==> config.mk <==
export PLATFORM = sky130hd
export DESIGN_NAME = audio_serial_tx
export DESIGN_NICKNAME = d
export VERILOG_FILES = /design/src/rtl/audio_tx_pkg.sv /design/src/rtl/audio_bclk_ctrl.sv /design/src/rtl/audio_pair_buffer.sv /design/src/rtl/audio_slot_serializer.sv /design/src/rtl/audio_serial_tx.sv
export SDC_FILE = /design/constraint.sdc
export NUM_CORES = 1
export LEC_CHECK = 0
export ABC_AREA = 0
export BUFFER_PORTS_ARGS = -buffer_cell sky130_fd_sc_hd__clkbuf_2
export CORE_UTILIZATION = 40
export DETAILED_ROUTE_END_ITERATION = 8
export PLACE_DENSITY = 0.57
export SKIP_CTS_REPAIR_TIMING = 1
export SLEW_MARGIN = 30
export SYNTH_ARGS = -nofsm -noshare
export SYNTH_HDL_FRONTEND = slang
export SYNTH_SLANG_ARGS = --single-unit
==> constraint.sdc <==
create_clock -name clk -period 3.8 [get_ports clk]
set_input_delay 0.19 -clock clk [delete_from_list [all_inputs] [get_ports clk]]
set_output_delay 0.19 -clock clk [all_outputs]
set_load 0.01 [all_outputs]
==> src/rtl/audio_tx_pkg.sv <==
`timescale 1ns/1ps
package audio_tx_pkg;

    localparam int WORD_W     = 24;
    localparam int FRAME_BITS = 64;
    localparam int HALF_BITS  = FRAME_BITS / 2;
    localparam int SLOT_W     = $clog2(FRAME_BITS);
    localparam int IDX_W      = $clog2(WORD_W);

    typedef enum logic [1:0] {
        FMT_RJ  = 2'b00,
        FMT_LJ  = 2'b01,
        FMT_I2S = 2'b10,
        FMT_DSP = 2'b11
    } fmt_e;

    typedef logic [WORD_W-1:0] word_t;

    typedef struct packed {
        word_t left;
        word_t right;
    } pair_t;

    typedef logic [SLOT_W-1:0] slot_t;

    // First slot of the left word for each framing
    function automatic int left_first(fmt_e f);
        case (f)
            FMT_RJ:  return HALF_BITS - WORD_W;
            FMT_LJ:  return 0;
            default: return 1;
        endcase
    endfunction

    // First slot of the right word for each framing
    function automatic int right_first(fmt_e f);
        case (f)
            FMT_RJ:  return FRAME_BITS - WORD_W;
            FMT_LJ:  return HALF_BITS;
            FMT_I2S: return HALF_BITS + 1;
            default: return 1 + WORD_W;
        endcase
    endfunction

    // Bit carried by a given slot; 0 in unused slots
    function automatic logic slot_bit(fmt_e f, slot_t slot, pair_t p);
        int s;
        int lo;
        int ro;
        logic b;
        logic [IDX_W-1:0] idx;
        s  = int'(slot);
        lo = left_first(f);
        ro = right_first(f);
        b  = 1'b0;
        if (s >= lo && s < lo + WORD_W) begin
            idx = IDX_W'(WORD_W - 1 - (s - lo));
            b   = p.left[idx];
        end else if (s >= ro && s < ro + WORD_W) begin
            idx = IDX_W'(WORD_W - 1 - (s - ro));
            b   = p.right[idx];
        end
        return b;
    endfunction

    // Level of the frame clock during the left half
    function automatic logic left_level(fmt_e f);
        return (f != FMT_I2S);
    endfunction

    // Generated frame clock level for a slot in master mode
    function automatic logic master_lr(fmt_e f, slot_t slot);
        case (f)
            FMT_DSP: return (slot == '0);
            FMT_I2S: return (int'(slot) >= HALF_BITS);
            default: return (int'(slot) < HALF_BITS);
        endcase
    endfunction

endpackage

==> src/rtl/audio_bclk_ctrl.sv <==
`timescale 1ns/1ps
module audio_bclk_ctrl #(
    parameter int SYNC_STAGES = 2
) (
    input  logic clk,
    input  logic rst,
    input  logic master_en,
    input  logic rate_quad,
    input  logic bclk_in,
    input  logic lrclk_in,
    output logic fall_ev,
    output logic rise_ev,
    output logic lr_sync,
    output logic bclk_gen
);
    // Master divider
    logic [1:0] div_cnt;
    logic [1:0] cnt_last;
    logic [1:0] cnt_half;
    logic [1:0] cnt_next;
    logic       bclk_q;

    assign cnt_last = rate_quad ? 2'd1 : 2'd3;
    assign cnt_half = rate_quad ? 2'd1 : 2'd2;
    assign cnt_next = (div_cnt == cnt_last) ? 2'd0 : div_cnt + 2'd1;

    always_ff @(posedge clk) begin
        if (rst) begin
            div_cnt <= '0;
            bclk_q  <= 1'b0;
        end else begin
            div_cnt <= cnt_next;
            bclk_q  <= master_en && (cnt_next >= cnt_half);
        end
    end

    // Slave synchronisers; one extra bit clock stage for edge detection
    logic [SYNC_STAGES:0]   b_sh;
    logic [SYNC_STAGES-1:0] l_sh;

    always_ff @(posedge clk) begin
        if (rst) begin
            b_sh <= '0;
            l_sh <= '0;
        end else begin
            b_sh <= {b_sh[SYNC_STAGES-1:0], bclk_in};
            l_sh <= {l_sh[SYNC_STAGES-2:0], lrclk_in};
        end
    end

    logic b_new;
    logic b_old;
    assign b_new = b_sh[SYNC_STAGES-1];
    assign b_old = b_sh[SYNC_STAGES];

    assign fall_ev  = master_en ? (div_cnt == cnt_last) : (!b_new && b_old);
    assign rise_ev  = !master_en && b_new && !b_old;
    assign lr_sync  = l_sh[SYNC_STAGES-1];
    assign bclk_gen = bclk_q;

endmodule

==> src/rtl/audio_pair_buffer.sv <==
`timescale 1ns/1ps
module audio_pair_buffer
    import audio_tx_pkg::*;
(
    input  logic  clk,
    input  logic  rst,
    input  logic  in_valid,
    input  word_t in_left,
    input  word_t in_right,
    output logic  in_ready,
    input  logic  take,
    output pair_t active
);
    pair_t pend_q;
    pair_t cur_q;
    logic  pend_v;

    assign in_ready = !pend_v;
    // Pair to use for the slot being prepared
    assign active = (take && pend_v) ? pend_q : cur_q;

    always_ff @(posedge clk) begin
        if (rst) begin
            pend_q <= '0;
            cur_q  <= '0;
            pend_v <= 1'b0;
        end else begin
            if (take && pend_v) begin
                cur_q  <= pend_q;
                pend_v <= 1'b0;
            end
            if (in_valid && !pend_v) begin
                pend_q <= '{left: in_left, right: in_right};
                pend_v <= 1'b1;
            end
        end
    end

endmodule

==> src/rtl/audio_slot_serializer.sv <==
`timescale 1ns/1ps
module audio_slot_serializer
    import audio_tx_pkg::*;
(
    input  logic  clk,
    input  logic  rst,
    input  fmt_e  fmt,
    input  logic  master_en,
    input  logic  fall_ev,
    input  logic  rise_ev,
    input  logic  lr_sync,
    input  pair_t active,
    output logic  take,
    output logic  sdata,
    output logic  lrclk_out
);
    slot_t slot_q;
    slot_t nslot;
    logic  locked_q;
    logic  prev_lr;
    logic  en;

    assign nslot = slot_q + 1'b1;
    assign en    = master_en || locked_q;
    assign take  = fall_ev && (nslot == '0) && en;

    always_ff @(posedge clk) begin
        if (rst) begin
            slot_q    <= slot_t'(FRAME_BITS - 1);
            sdata     <= 1'b0;
            lrclk_out <= 1'b0;
            locked_q  <= 1'b0;
            prev_lr   <= 1'b0;
        end else begin
            if (fall_ev) begin
                slot_q    <= nslot;
                sdata     <= en ? slot_bit(fmt, nslot, active) : 1'b0;
                lrclk_out <= master_en ? master_lr(fmt, nslot) : 1'b0;
            end
            // Slave: realign the slot count on observed boundaries
            if (rise_ev) begin
                prev_lr <= lr_sync;
                if (fmt == FMT_DSP) begin
                    if (lr_sync && !prev_lr) begin
                        slot_q   <= '0;
                        locked_q <= 1'b1;
                    end
                end else if (lr_sync != prev_lr) begin
                    if (lr_sync == left_level(fmt)) begin
                        slot_q   <= '0;
                        locked_q <= 1'b1;
                    end else begin
                        slot_q <= slot_t'(HALF_BITS);
                    end
                end
            end
        end
    end

endmodule

==> src/rtl/audio_serial_tx.sv <==
`timescale 1ns/1ps
module audio_serial_tx
    import audio_tx_pkg::*;
#(
    parameter int SYNC_STAGES = 2
) (
    input  logic              clk,
    input  logic              rst,
    input  logic              master_en,
    input  logic              rate_quad,
    input  logic [1:0]        fmt_sel,
    input  logic              in_valid,
    output logic              in_ready,
    input  logic [WORD_W-1:0] in_left,
    input  logic [WORD_W-1:0] in_right,
    input  logic              bclk_in,
    input  logic              lrclk_in,
    output logic              bclk_out,
    output logic              lrclk_out,
    output logic              sdata
);
    logic  fall_ev;
    logic  rise_ev;
    logic  lr_sync;
    logic  take;
    pair_t active;

    audio_bclk_ctrl #(.SYNC_STAGES(SYNC_STAGES)) u_clk (
        .clk      (clk),
        .rst      (rst),
        .master_en(master_en),
        .rate_quad(rate_quad),
        .bclk_in  (bclk_in),
        .lrclk_in (lrclk_in),
        .fall_ev  (fall_ev),
        .rise_ev  (rise_ev),
        .lr_sync  (lr_sync),
        .bclk_gen (bclk_out)
    );

    audio_pair_buffer u_buf (
        .clk     (clk),
        .rst     (rst),
        .in_valid(in_valid),
        .in_left (in_left),
        .in_right(in_right),
        .in_ready(in_ready),
        .take    (take),
        .active  (active)
    );

    audio_slot_serializer u_ser (
        .clk      (clk),
        .rst      (rst),
        .fmt      (fmt_e'(fmt_sel)),
        .master_en(master_en),
        .fall_ev  (fall_ev),
        .rise_ev  (rise_ev),
        .lr_sync  (lr_sync),
        .active   (active),
        .take     (take),
        .sdata    (sdata),
        .lrclk_out(lrclk_out)
    );

endmodule

== Word-level counts from Yosys, hierarchy flattened ==
Cells that the tools add are included.

* Bits in registers: 115
* Output and inout bits: 4

* Add/sub/neg operators: 8
* Order comparisons: 9
* Eq/ne operators: 8
* Multiplexer cells: 32
* Reductions and logical operators: 23

{| class="wikitable"
|+ Operators with widths
! kind !! number
|-
| 2-to-1 mux 32 bit || 4
|-
| adder 32 x 6 -> 32 bit, second input constant || 2
|-
| >= comparator 7 x 32 -> 1 bit || 2
|-
| < comparator 7 x 32 -> 1 bit || 2
|-
| 2-to-1 mux 48 bit || 1
|-
| 2-to-1 mux 6 bit || 6
|-
| case mux 6 bit (3 select lines) || 1
|-
| 2-to-1 mux 1 bit || 13
|-
| < comparator 5 x 6 -> 1 bit, second input constant || 2
|-
| logical AND 1 bit || 11
|-
| binary-select mux 1 bit (select 5 bit) || 2
|-
| subtractor 5 bit || 2
|-
| subtractor 5 bit, first input constant || 2
|-
| case mux 4 bit (2 select lines) || 1
|-
| adder 6 x 1 -> 6 bit, second input constant || 1
|-
| >= comparator 6 bit, second input constant || 1
|-
| zero test 6 bit || 1
|-
| < comparator 6 bit, second input constant || 1
|-
| 2-to-1 mux 2 bit || 3
|-
| nonzero test 2 bit || 3
|-
| zero test 1 bit || 5
|-
| == test 2 bit, second input constant || 2
|-
| != test 2 bit, second input constant || 2
|-
| AND reduction 4 bit || 1
|-
| 9 further kinds || 9
|}

== Logic depth before layout (Yosys ltp) ==
Gate-level depths: netlist (run 1).

* Word-level depth: 12
* Gate-level depth with buffers: 12

== Hierarchy ==
From an unflattened synthesis (run 1), not the netlist that was laid out.

* Cell total of the unflattened synthesis: 624
* Area, all modules: 6520.0 um^2

{| class="wikitable"
|+ Modules (own cells, without submodules)
! module !! times used !! cells an instance !! area an instance (um^2) !! sequential area each (um^2)
|-
| audio_pair_buffer || 1 || 433 || 4613.2 || 1941.9
|-
| audio_slot_serializer || 1 || 164 || 1602.8 || 200.2
|-
| audio_bclk_ctrl || 1 || 27 || 304.0 || 160.2
|}

== Worst setup path after synthesis (run 1) ==
No wires, ideal clock.

* Path kind: flip-flop to flip-flop
* Start point: register u_ser.slot_q[0]
* End point: register u_ser.sdata
* Setup time: 124 ps
* Arrival time: 2773 ps
* Data required time: 3676 ps
* Slack: 903 ps
* Stages on the path, launching flop included: 11
* Path buffers: 1
* Clock period less this slack: 2897 ps
* Path through: dfxtp_1 > ha_1 > inv_1 > ha_1 > buf_1 > mux4_2 > mux4_2 > o21ai_1 > nand2_1 > and4b_1 > o41ai_2

* Cells in the longest elaborated chain, start to end: 11
* Elaborated cells between the ends (all ways): 23

{| class="wikitable"
|+ Ends and longest elaborated chain
! item !! line !! RTL
|-
| from (decl) || audio_slot_serializer.sv:17 || <nowiki>slot_t slot_q;</nowiki>
|-
| from (signal assigned) || audio_slot_serializer.sv:29 || <nowiki>slot_q <= slot_t'(FRAME_BITS - 1);</nowiki>
|-
| from (signal assigned) || audio_slot_serializer.sv:36 || <nowiki>slot_q <= nslot;</nowiki>
|-
| from (signal assigned) || audio_slot_serializer.sv:53 || <nowiki>slot_q <= slot_t'(HALF_BITS);</nowiki>
|-
| adder 6 x 1 -> 6 bit * || audio_slot_serializer.sv:23 || <nowiki>assign nslot = slot_q + 1'b1;</nowiki>
|-
| parallel branches: the longest is 8 deep, another holds subtractor 5 bit || -- ||
|-
| 2-to-1 mux 1 bit * || audio_tx_pkg.sv:56 || <nowiki>if (s >= lo && s < lo + WORD_W) begin</nowiki>
|-
| 2-to-1 mux 1 bit * || audio_slot_serializer.sv:37 || <nowiki>sdata <= en ? slot_bit(fmt, nslot, active) : 1'b0;</nowiki>
|-
| to (signal assigned) || audio_slot_serializer.sv:37 ||
|-
| to (decl) || audio_slot_serializer.sv:14 || <nowiki>output logic sdata,</nowiki>
|}

Mark *: on every way between the ends. The select of a mux whose other input is x is not followed.
A chain may end at the register's enable or synchronous reset.

== Worst setup path after layout (run 1) ==
Ends and elaborated chain as after synthesis.

==> metrics.cfg, run 1 <==
[outcome]
status=complete, but fails checks
violations=negative hold slack

[synth]
synth_area_leaders=dfxtp_1 44%, mux2i_1 10%, nand2_1 7.5%, ha_1 6.7%, mux4_2 5.6%
yosys.area.top_type=dfxtp_1
netlist.area_leader.share_pct=43.8
yosys-top-cells-count=115 x dfxtp_1, 105 x nand2_1, 66 x nor2_1, 56 x a21oi_1, 55 x mux2i_1
async_reset_ff_share_pct=0
syn_area_sq_um=5260
ys.flop_type=dfxtp_1
syn-num-nets=650
yosysMostFrequentCell=dfxtp_1
synth-seq-area-share_pct=43.8
ys_ff_latch=115
synth_warnings=0
synth_area_per_cell_sq_um=9.30
synth_edf_count=0
synthCells=565
synth_cell_types=50

[clock_network]
root_buffer=clkbuf_16
cts.sink_count=115
cts_max_path_buffers=2
cts_buffers=17
clkLatencyLatePin_ns=0.40
clk_pin_slew_ns=0.05
cts_tree=built
h-tree-depth=4

[setup_path]
critPathLaunchType=flop
r2r-start=u_ser.slot_q[0]$_SDFF_PP1_
r2r.worst_path.cells=10
r2r-end=u_ser.sdata$_SDFFE_PP0N_
crit_type=reg2reg
r2r_slack_ns=0.54
endpoint=u_ser.sdata$_SDFFE_PP0N_
cp_data_required_time_ns=4.08
cp.arrival_ns=3.54
worstSetupEndpointType=flop
cp-startpoint=u_ser.slot_q[0]$_SDFF_PP1_
cp_max_fo=29

[finish]
finalNetCount=704
area_growth_syn_to_layout_pct=19.1
final_util_pct=49.2
fillCellCount=1233
n_antenna_cell=0
multiInputGateArea_sq_um=2750
regArea_sq_um=2300
drive_above_1_share_pct=18.0

[global_route]
grt_max_degree=117
antenna_found_initial=0
grt_overflow_total=0
grt_pass1_vias=3778
grt_pass1_wl_um=18200
grt_util_all_layers_pct=17.4

[pwr]
share_seq_of_total_power_pct=39.0
p_sw_share_pct=26.1
p_int_mw=2.43
peakVddDrop_mv=0.232
combPwrFrac_pct=15.9
leakage_nw=2.92
powerDensity_nw_per_um2=526
p_switching_mw=0.860
p_clk_share_pct=45.1

[sta]
setup_violations=0
finalHoldViolations=2
tns_ns=0
worst_pin_slew_ns=0.917
rsz0062_at_grt=no
layout_setup_ws_ns=0.542
min_period_ns=3.26
finalHoldWorstSlack_ns=-0.00418
slew_violations=0
skew_ns=0.0104
slew_headroom_pct=38.6
max_freq_mhz=307
period_share_pct=85.7

[die]
core_area_sq_um=12700
initial_core_util_pct=41.3
die_area_sq_um=13600
num_io_pins=61
chipHeight_um=117
num_rows=41
die_x_um=117

[placement]
dp_hpwl_um=7480
port_buffers=60
post-place-ws_ns=0.556
place_congestion=0.826

[drt]
finalWirelength_um=10800
drt_iter0_drc=215
wl_per_cell_um=13.5
route.detailed.drc=0
first_pass_iters=4
via_per_inst=4.97
postRouteAntennaNets=0
vias=3992

[min_path]
hp-class=in2reg

[job]
maxCapViolCount=0

metrics by stage:
| step | power (mW) | instance area, sq um | cells |
|---|---|---|---|
| floorplan | 1.69 | 5260 | 565 |
| global placement | 1.81 | 5650 | 769 |
| detailed placement | 1.83 | 5690 | 770 |
| CTS | 3.33 | 6240 | 802 |
| global route | 3.45 | 6260 | 804 |
| finish | 3.29 | 6260 | 804 |
cell families after synthesis:
family / Yosys count / share of synthesized area (%)
xor gates and xnor gates: 15 / 2.50
buffers and inverters: 44 / 4.07
muxes: 70 / 16.8
AOI/OAI and AO/OA: 81 / 8.83
adders and majority gates: 28 / 6.67
and+or+nand+nor: 212 / 17.4
DFF: 115 / 43.8
critical path, cell delays in order, from the launching register on:
cell,delay (ns)
dfxtp_1,0.54
nand3_2,0.19
or3_1,0.36
nand4_1,0.22
buf_12,0.25
mux4_2,0.52
mux4_2,0.48
o21ai_1,0.10
nand2_1,0.07
and4b_1,0.31
o41ai_2,0.09
final cells by class:
type                            count  area share, %
Multi-Input combinational cell    406           43.9
Sequential cell                   115           36.8
Clock buffer                       21           7.04
Timing Repair Buffer               67           6.34
Tap cell                          172           3.44
Clock inverter                     11           1.80
Inverter                           12          0.720
power by group through the flow:
stage	logic, mW	registers, mW	clock network (mW)
after floorplan	0.391	1.30	0
after global placement	0.501	1.31	0
after detailed placement	0.520	1.31	0
after CTS	0.524	1.28	1.52
after global routing	0.591	1.29	1.57
final	0.523	1.28	1.49
worst min-delay path by stage:
stage | startpoint | endpoint | depth (start not counted)
detailed placement | bclk_in | u_clk.b_sh[0]$_SDFF_PP0_ | 2
finish | lrclk_in | u_clk.l_sh[0]$_SDFF_PP0_ | 2
CTS | bclk_in | u_clk.b_sh[0]$_SDFF_PP0_ | 2
floorplan | bclk_in | u_clk.b_sh[0]$_SDFF_PP0_ | 1
global placement | bclk_in | u_clk.b_sh[0]$_SDFF_PP0_ | 2
global route | in_right[9] | u_buf.pend_q[9]$_SDFFE_PP0P_ | 3
sequential cells by signal (all words and copies together), names as in the netlist:
| register | count |
|---|---|
| u_buf.cur_q | 48 |
| u_buf.pend_q | 48 |
| u_ser.slot_q | 6 |
| u_clk.b_sh | 3 |
| u_clk.div_cnt | 2 |
| u_clk.l_sh | 2 |
| u_buf.pend_v | 1 |
| u_clk.bclk_gen | 1 |
| u_ser.locked_q | 1 |
| u_ser.lrclk_out | 1 |
| u_ser.prev_lr | 1 |
| u_ser.sdata | 1 |
cells in the final DEF (no fill, tap or decap), types with 2 or more instances in the layout:
| cell | count |
|---|---|
| nor3_1 | 4 |
| nor2_1 | 66 |
| nor3b_1 | 4 |
| nand2b_1 | 3 |
| clkbuf_1 | 4 |
| xor2_1 | 6 |
| clkinvlp_4 | 3 |
| nor2b_1 | 7 |
| o21bai_1 | 5 |
| nor4_1 | 2 |
| bufinv_16 | 2 |
| mux2i_1 | 55 |
| inv_1 | 11 |
| ha_1 | 28 |
| nand3_1 | 4 |
| nand4_1 | 4 |
| clkbuf_16 | 17 |
| buf_4 | 3 |
| clkbuf_2 | 59 |
| o21ai_0 | 7 |
| clkinv_2 | 6 |
| a21o_1 | 2 |
| nand3b_1 | 3 |
| dfxtp_1 | 115 |
| mux4_2 | 13 |
| xnor2_1 | 9 |
| dlygate4sd3_1 | 2 |
| a21oi_1 | 56 |
| and2_1 | 2 |
| nand2_1 | 105 |
layer usage:
metal	track usage, %	wire, um	vias up
li1	-	-	2033
met1	22.2	5210	1883
met2	28.1	5140	70
met3	4.62	402	6
met4	6.50	76	0
met5	0	0	-
Note: power is estimated with default switching activity, not from simulation.
==> run 2, diff against run 1 <==
CORE_UTILIZATION = 55   (was 40)
PLACE_DENSITY = 0.75   (was 0.57)
==> metrics.cfg, run 2 (synthesis results as in run 1) <==
[outcome]
status=complete, but fails checks
violations=negative hold slack

[setup_path]
critPathSlowestCell=dfxtp_1
worstSetupEndpointType=flop
r2r.worst_path.cells=11  ; +1
crit_type=reg2reg
r2r-start=u_ser.slot_q[0]$_SDFF_PP1_
endpoint=u_ser.sdata$_SDFFE_PP0N_
r2r-end=u_ser.sdata$_SDFFE_PP0N_
cp_max_fo=29  ; unchanged
cp_data_required_time_ns=4.22  ; +0.14 ns
critPathMaxStageDelay_ns=0.53  ; about the same
cp.arrival_ns=3.75  ; +0.21 ns
r2r_slack_ns=0.47  ; -0.07 ns
critPathMostFrequentCell=mux2i_1
path_cells=ha_1 > nand2_1 > a211oi_1 > nand4_1 > buf_12 > mux2i_1 > mux4_1 > mux2i_1 > a22oi_1 > and4b_1 > o41ai_2
critPathLaunchType=flop
cp-startpoint=u_ser.slot_q[0]$_SDFF_PP1_

[clock_network]
h-tree-depth=4  ; unchanged
root_buffer=clkbuf_8
cts_max_path_buffers=2  ; unchanged
clkLatencyLatePin_ns=0.52  ; +0.12 ns
clk_pin_slew_ns=0.06  ; about the same
cts_buffers=17  ; unchanged
cts.sink_count=115  ; unchanged
cts_tree=built

[drt]
finalWirelength_um=12100  ; +12%
via_per_inst=5.34  ; +7.6%
first_pass_iters=4  ; unchanged
drt_iter0_drc=216  ; +0.47%
route.detailed.drc=0  ; unchanged
postRouteAntennaNets=0  ; unchanged
vias=4324  ; +8.3%
wl_per_cell_um=15.0  ; +11%

[global_route]
grt_pass1_wl_um=18700  ; +2.9%
grt_max_degree=117  ; unchanged
grt_pass1_vias=4037  ; +6.9%
grt_overflow_total=0  ; unchanged
grt_util_all_layers_pct=24.2  ; +6.8 points
antenna_found_initial=0  ; unchanged

[placement]
place_congestion=0.816  ; -1.2%
postPlaceCellArea_sq_um=5600  ; -1.4%
dp_cells=726  ; -5.7%
dp_hpwl_um=7440  ; -0.50%
port_buffers=60  ; unchanged

[pwr]
leakage_nw=3.13  ; +7.2%
peakVddDrop_mv=0.296  ; +27%
finalPower_mw=3.35  ; +1.8%
powerDensity_nw_per_um2=500  ; -4.9%

[finish]
drive_above_1_share_pct=17.4  ; -0.69 points
post_layout_nonfiller_instances=809  ; +0.62%
mostFrequentLayoutCells=115 x dfxtp_1, 105 x nand2_1, 66 x nor2_1
finalNetCount=752  ; +6.8%
layout_commonest_cell=dfxtp_1
area_growth_syn_to_layout_pct=27.5
final_area_sq_um=6700  ; +7.0%
reg.largest.list=u_buf.cur_q: 48 flops, u_buf.pend_q: 48 flops, u_ser.slot_q: 6 flops
n_antenna_cell=0  ; unchanged

[die]
num_rows=35  ; -15%
initial_core_util_pct=56.9  ; +16 points
core_area_sq_um=9240  ; -27%
die_x_um=99.7  ; -14%
die_area_sq_um=9950  ; -27%
chipHeight_um=99.7  ; -14%
num_io_pins=61  ; unchanged

[sta]
setup_violations=0  ; unchanged
worst_pin_slew_ns=1.03  ; +0.111 ns
max_freq_mhz=300  ; -2.2%
slew_headroom_pct=31.2  ; -7.4 points
skew_ns=0.00542  ; -0.00499 ns
min_period_ns=3.33  ; +0.0717 ns
rsz0062_at_grt=no
finalHoldWorstSlack_ns=-0.00331  ; +0.000872 ns
tns_ns=0  ; unchanged
slew_violations=0  ; unchanged
finalHoldViolations=1  ; -1
period_share_pct=87.6  ; +1.9 points

[job]
maxCapViolCount=0  ; unchanged

[min_path]
hp-class=in2reg

-- run 2: cell types whose count changed in the layout (fill, tap and decap cells not counted) --
cell / before / now
dlygate4sd3_1: 2 / 50
clkbuf_1: 4 / 0
clkinv_2: 6 / 2
clkinv_4: 0 / 4
inv_6: 0 / 4
clkbuf_8: 0 / 3
bufinv_16: 2 / 1
clkbuf_16: 17 / 16
clkinvlp_4: 3 / 2
-- run 2: area by class of cell --
class / count / area [sq um]
Tap cell: 129 / 161
Timing Repair Buffer: 115 / 877
Clock buffer: 19 / 442
Sequential cell: 115 / 2300
Multi-Input combinational cell: 406 / 2750
Inverter: 12 / 45.0
Clock inverter: 13 / 125
Fill cell: 663 / 2540
-- run 2: routing by layer --
layer	part of all wire [%]	up-vias	track usage [%]
met1	43	2071	28.8
li1	-	2135	-
met4	1.7	0	9.73
met3	3.5	21	6.11
met2	52	97	41.5
met5	0	-	0
-- run 2: where the power goes --
part | leakage [nW] | internal, mW | switching (mW)
logic | 1.91 | 0.259 | 0.310
registers | 0.936 | 1.25 | 0.0353
clock network | 0.276 | 0.910 | 0.589
total | 3.13 | 2.42 | 0.935
-- run 2: metrics by stage --
stage               util (%)  worst slack (ns)  hold WS (ns)
floorplan                  -             0.903         0.318
global placement        60.6             0.736         0.404
detailed placement      60.7             0.510         0.404
CTS                     66.8             0.461        -0.134
global route            72.5             0.274       0.00951
finish                  72.5             0.470      -0.00331
-- run 2: worst min-delay path by stage --
stage                     startpoint                   endpoint  slack, ns  depth (start not counted)
after floorplan              bclk_in   u_clk.b_sh[0]$_SDFF_PP0_       0.32                          1
after global placement       bclk_in   u_clk.b_sh[0]$_SDFF_PP0_       0.40                          2
after detailed placement     bclk_in   u_clk.b_sh[0]$_SDFF_PP0_       0.40                          2
after CTS                    bclk_in   u_clk.b_sh[0]$_SDFF_PP0_      -0.13                          2
after global routing       master_en  u_clk.bclk_gen$_SDFF_PP0_       0.01                          2
final                      master_en  u_clk.bclk_gen$_SDFF_PP0_     -0.003                          2
-- run 2: worst max-delay path: cells and delay by family, from the launching register on --
family,cells,cell delay [ns]
muxes,3,0.91
AOI/OAI and AO/OA,3,0.66
and+or+nand+nor,3,0.56
DFF,1,0.53
adders and majority gates,1,0.29
buffers and inverters,1,0.26
==> run 3, diff against run 2 <==
CORE_UTILIZATION = 52   (was 55)
PLACE_DENSITY = 0.74   (was 0.75)
SLEW_MARGIN = default   (was 30)
clock period = 3 ns   (was 3.8 ns; I/O delays follow)
==> metrics.cfg, run 3 (synthesis results as in run 1) <==
[sta]
finalHoldViolations=0  ; -1
skew_ns=0.0118  ; +0.00641 ns
slew_violations=0  ; unchanged
setup_violations=1  ; +1
worst_pin_slew_ns=1.11  ; +0.0822 ns
max_freq_mhz=327  ; +9.0%
period_share_pct=102  ; +14 points
slew_headroom_pct=26.0  ; -5.2 points
rsz0062_at_grt=yes
min_period_ns=3.06  ; -0.274 ns
finalHoldWorstSlack_ns=0.00274  ; +0.00605 ns
layout_setup_ws_ns=-0.0558  ; -0.526 ns

[pwr]
powerDensity_nw_per_um2=639  ; +28%
leakage_nw=3.24  ; +3.6%
peakVddDrop_mv=0.443  ; +50%

[placement]
postPlaceCellArea_sq_um=5750  ; +2.6%
port_buffers=60  ; unchanged
place_congestion=0.847  ; +3.9%
dp_hpwl_um=7760  ; +4.3%
dp_cells=746  ; +2.8%

[clock_network]
clkLatencyLatePin_ns=0.51  ; about the same
root_buffer=clkbuf_8
cts_tree=built
cts.sink_count=115  ; unchanged
h-tree-depth=4  ; unchanged
cts_buffers=17  ; unchanged
cts_max_path_buffers=2  ; unchanged
clk_pin_slew_ns=0.06  ; about the same

[finish]
regArea_sq_um=2310  ; +0.22%
post_layout_nonfiller_instances=833  ; +3.0%
fillCellCount=706  ; +6.5%
finalNetCount=772  ; +2.7%
multiInputGateArea_sq_um=2770  ; +0.96%
final_area_sq_um=6940  ; +3.6%
reg.largest.list=u_buf.cur_q: 48 flops, u_buf.pend_q: 48 flops, u_ser.slot_q: 6 flops
layout_commonest_cell=dfxtp_1
n_antenna_cell=0  ; unchanged
area_growth_syn_to_layout_pct=32.1
final_util_pct=71.0  ; -1.5 points
drive_above_1_share_pct=21.1  ; +3.8 points
mostFrequentLayoutCells=111 x dfxtp_1, 105 x nand2_1, 66 x nor2_1

[setup_path]
critPathLaunchType=flop
crit_type=reg2reg
r2r.worst_path.cells=11  ; unchanged
r2r-end=u_ser.sdata$_SDFFE_PP0N_
cp-startpoint=u_ser.slot_q[0]$_SDFF_PP1_
r2r-start=u_ser.slot_q[0]$_SDFF_PP1_
worstSetupEndpointType=flop
cp.arrival_ns=3.47  ; -0.28 ns
r2r_slack_ns=-0.06  ; -0.53 ns
cp_max_fo=10  ; -66%
cp_data_required_time_ns=3.41  ; -0.81 ns

[drt]
route.detailed.drc=0  ; unchanged
vias=4422  ; +2.3%
finalWirelength_um=13000  ; +6.9%
drt_iter0_drc=268  ; +24%
wl_per_cell_um=15.6  ; +3.9%
via_per_inst=5.31  ; -0.68%
postRouteAntennaNets=0  ; unchanged
first_pass_iters=5  ; +1

[global_route]
grtUsageMet2_pct=39.3  ; -2.2 points
use_met1_pct=29.5  ; +0.70 points
antenna_found_initial=0  ; unchanged
busiest_layer=met2
grt_pass1_wl_um=18900  ; +1.1%
grt_overflow_total=0  ; unchanged
grt_max_degree=62  ; -47%
gr-usage-met3_pct=6.03  ; -0.080 points
grt_util_all_layers_pct=23.7  ; -0.49 points
grt_pass1_vias=4070  ; +0.82%

[die]
initial_core_util_pct=53.8  ; -3.1 points
die_area_sq_um=10500  ; +5.7%
die_x_um=103  ; +2.8%
num_rows=36  ; +2.9%
num_io_pins=61  ; unchanged
chipHeight_um=103  ; +2.8%
core_area_sq_um=9770  ; +5.8%

[min_path]
hp-class=in2reg
worstHoldStart=in_valid
holdPathStages=4  ; +2
min_to=u_buf.pend_v$_SDFFE_PP0P_

[outcome]
status=complete, but fails checks
violations=negative setup slack

[job]
maxCapViolCount=0  ; unchanged

-- run 3: changes by cell type in the layout (fill, tap and decap cells not counted), moves of 3 or more --
cell | before | now
clkinv_4 | 4 | 0
dfxtp_2 | 0 | 4
mux2i_1 | 55 | 52
dfxtp_1 | 115 | 111
inv_6 | 4 | 0
mux2i_2 | 0 | 3
clkinv_2 | 2 | 5
buf_4 | 3 | 19
-- run 3: per-stage QoR --
| step | TNS [ns] | setup slack (ns) | power (mW) |
|---|---|---|---|
| after floorplan | 0 | 0.103 | 2.14 |
| after global placement | 0 | 0.0877 | 2.35 |
| after detailed placement | -0.0864 | -0.0864 | 2.38 |
| after CTS | -0.137 | -0.137 | 4.37 |
| after global routing | -0.147 | -0.147 | 4.61 |
| final | -0.0558 | -0.0558 | 4.44 |
-- run 3: layout make-up --
cell class / count / area share (%)
clock buffer: 22 / 6.67
clock inverter: 10 / 1.87
inverter: 12 / 0.649
multi-input combinational: 406 / 39.9
sequential: 115 / 33.2
tap: 133 / 2.40
timing repair buffer: 135 / 15.2
-- run 3: power breakdown --
| group | internal (mW) | switching (mW) |
|---|---|---|
| Combinational | 0.382 | 0.429 |
| Sequential | 1.58 | 0.0438 |
| Clock | 1.32 | 0.674 |
| Total | 3.29 | 1.15 |
-- run 3: worst max path at each step --
| stage | end | slack (ns) |
|---|---|---|
| floorplan | u_ser.sdata$_SDFFE_PP0N_ | 0.10 |
| global placement | u_ser.sdata$_SDFFE_PP0N_ | 0.09 |
| detailed placement | u_ser.sdata$_SDFFE_PP0N_ | -0.09 |
| CTS | u_ser.sdata$_SDFFE_PP0N_ | -0.14 |
| global route | u_ser.sdata$_SDFFE_PP0N_ | -0.15 |
| finish | u_ser.sdata$_SDFFE_PP0N_ | -0.06 |
-- run 3: critical path: stages (launching register included) --
cell	delay [ns]
dfxtp_2	0.35
a211o_1	0.33
a211oi_2	0.23
nand4_1	0.18
buf_6	0.18
buf_12	0.14
mux2i_1	0.14
mux4_2	0.50
mux2i_2	0.22
nand4_1	0.12
and4b_1	0.25
o41ai_2	0.32
-- run 3: metal layers --
| layer | vias to the layer above | wire, um | part of all wire, % |
|---|---|---|---|
| met3 | 18 | 593 | 4.6 |
| met1 | 2110 | 5430 | 42 |
| met5 | - | 0 | 0 |
| met4 | 0 | 186 | 1.4 |
| met2 | 125 | 6750 | 52 |
| li1 | 2169 | - | - |
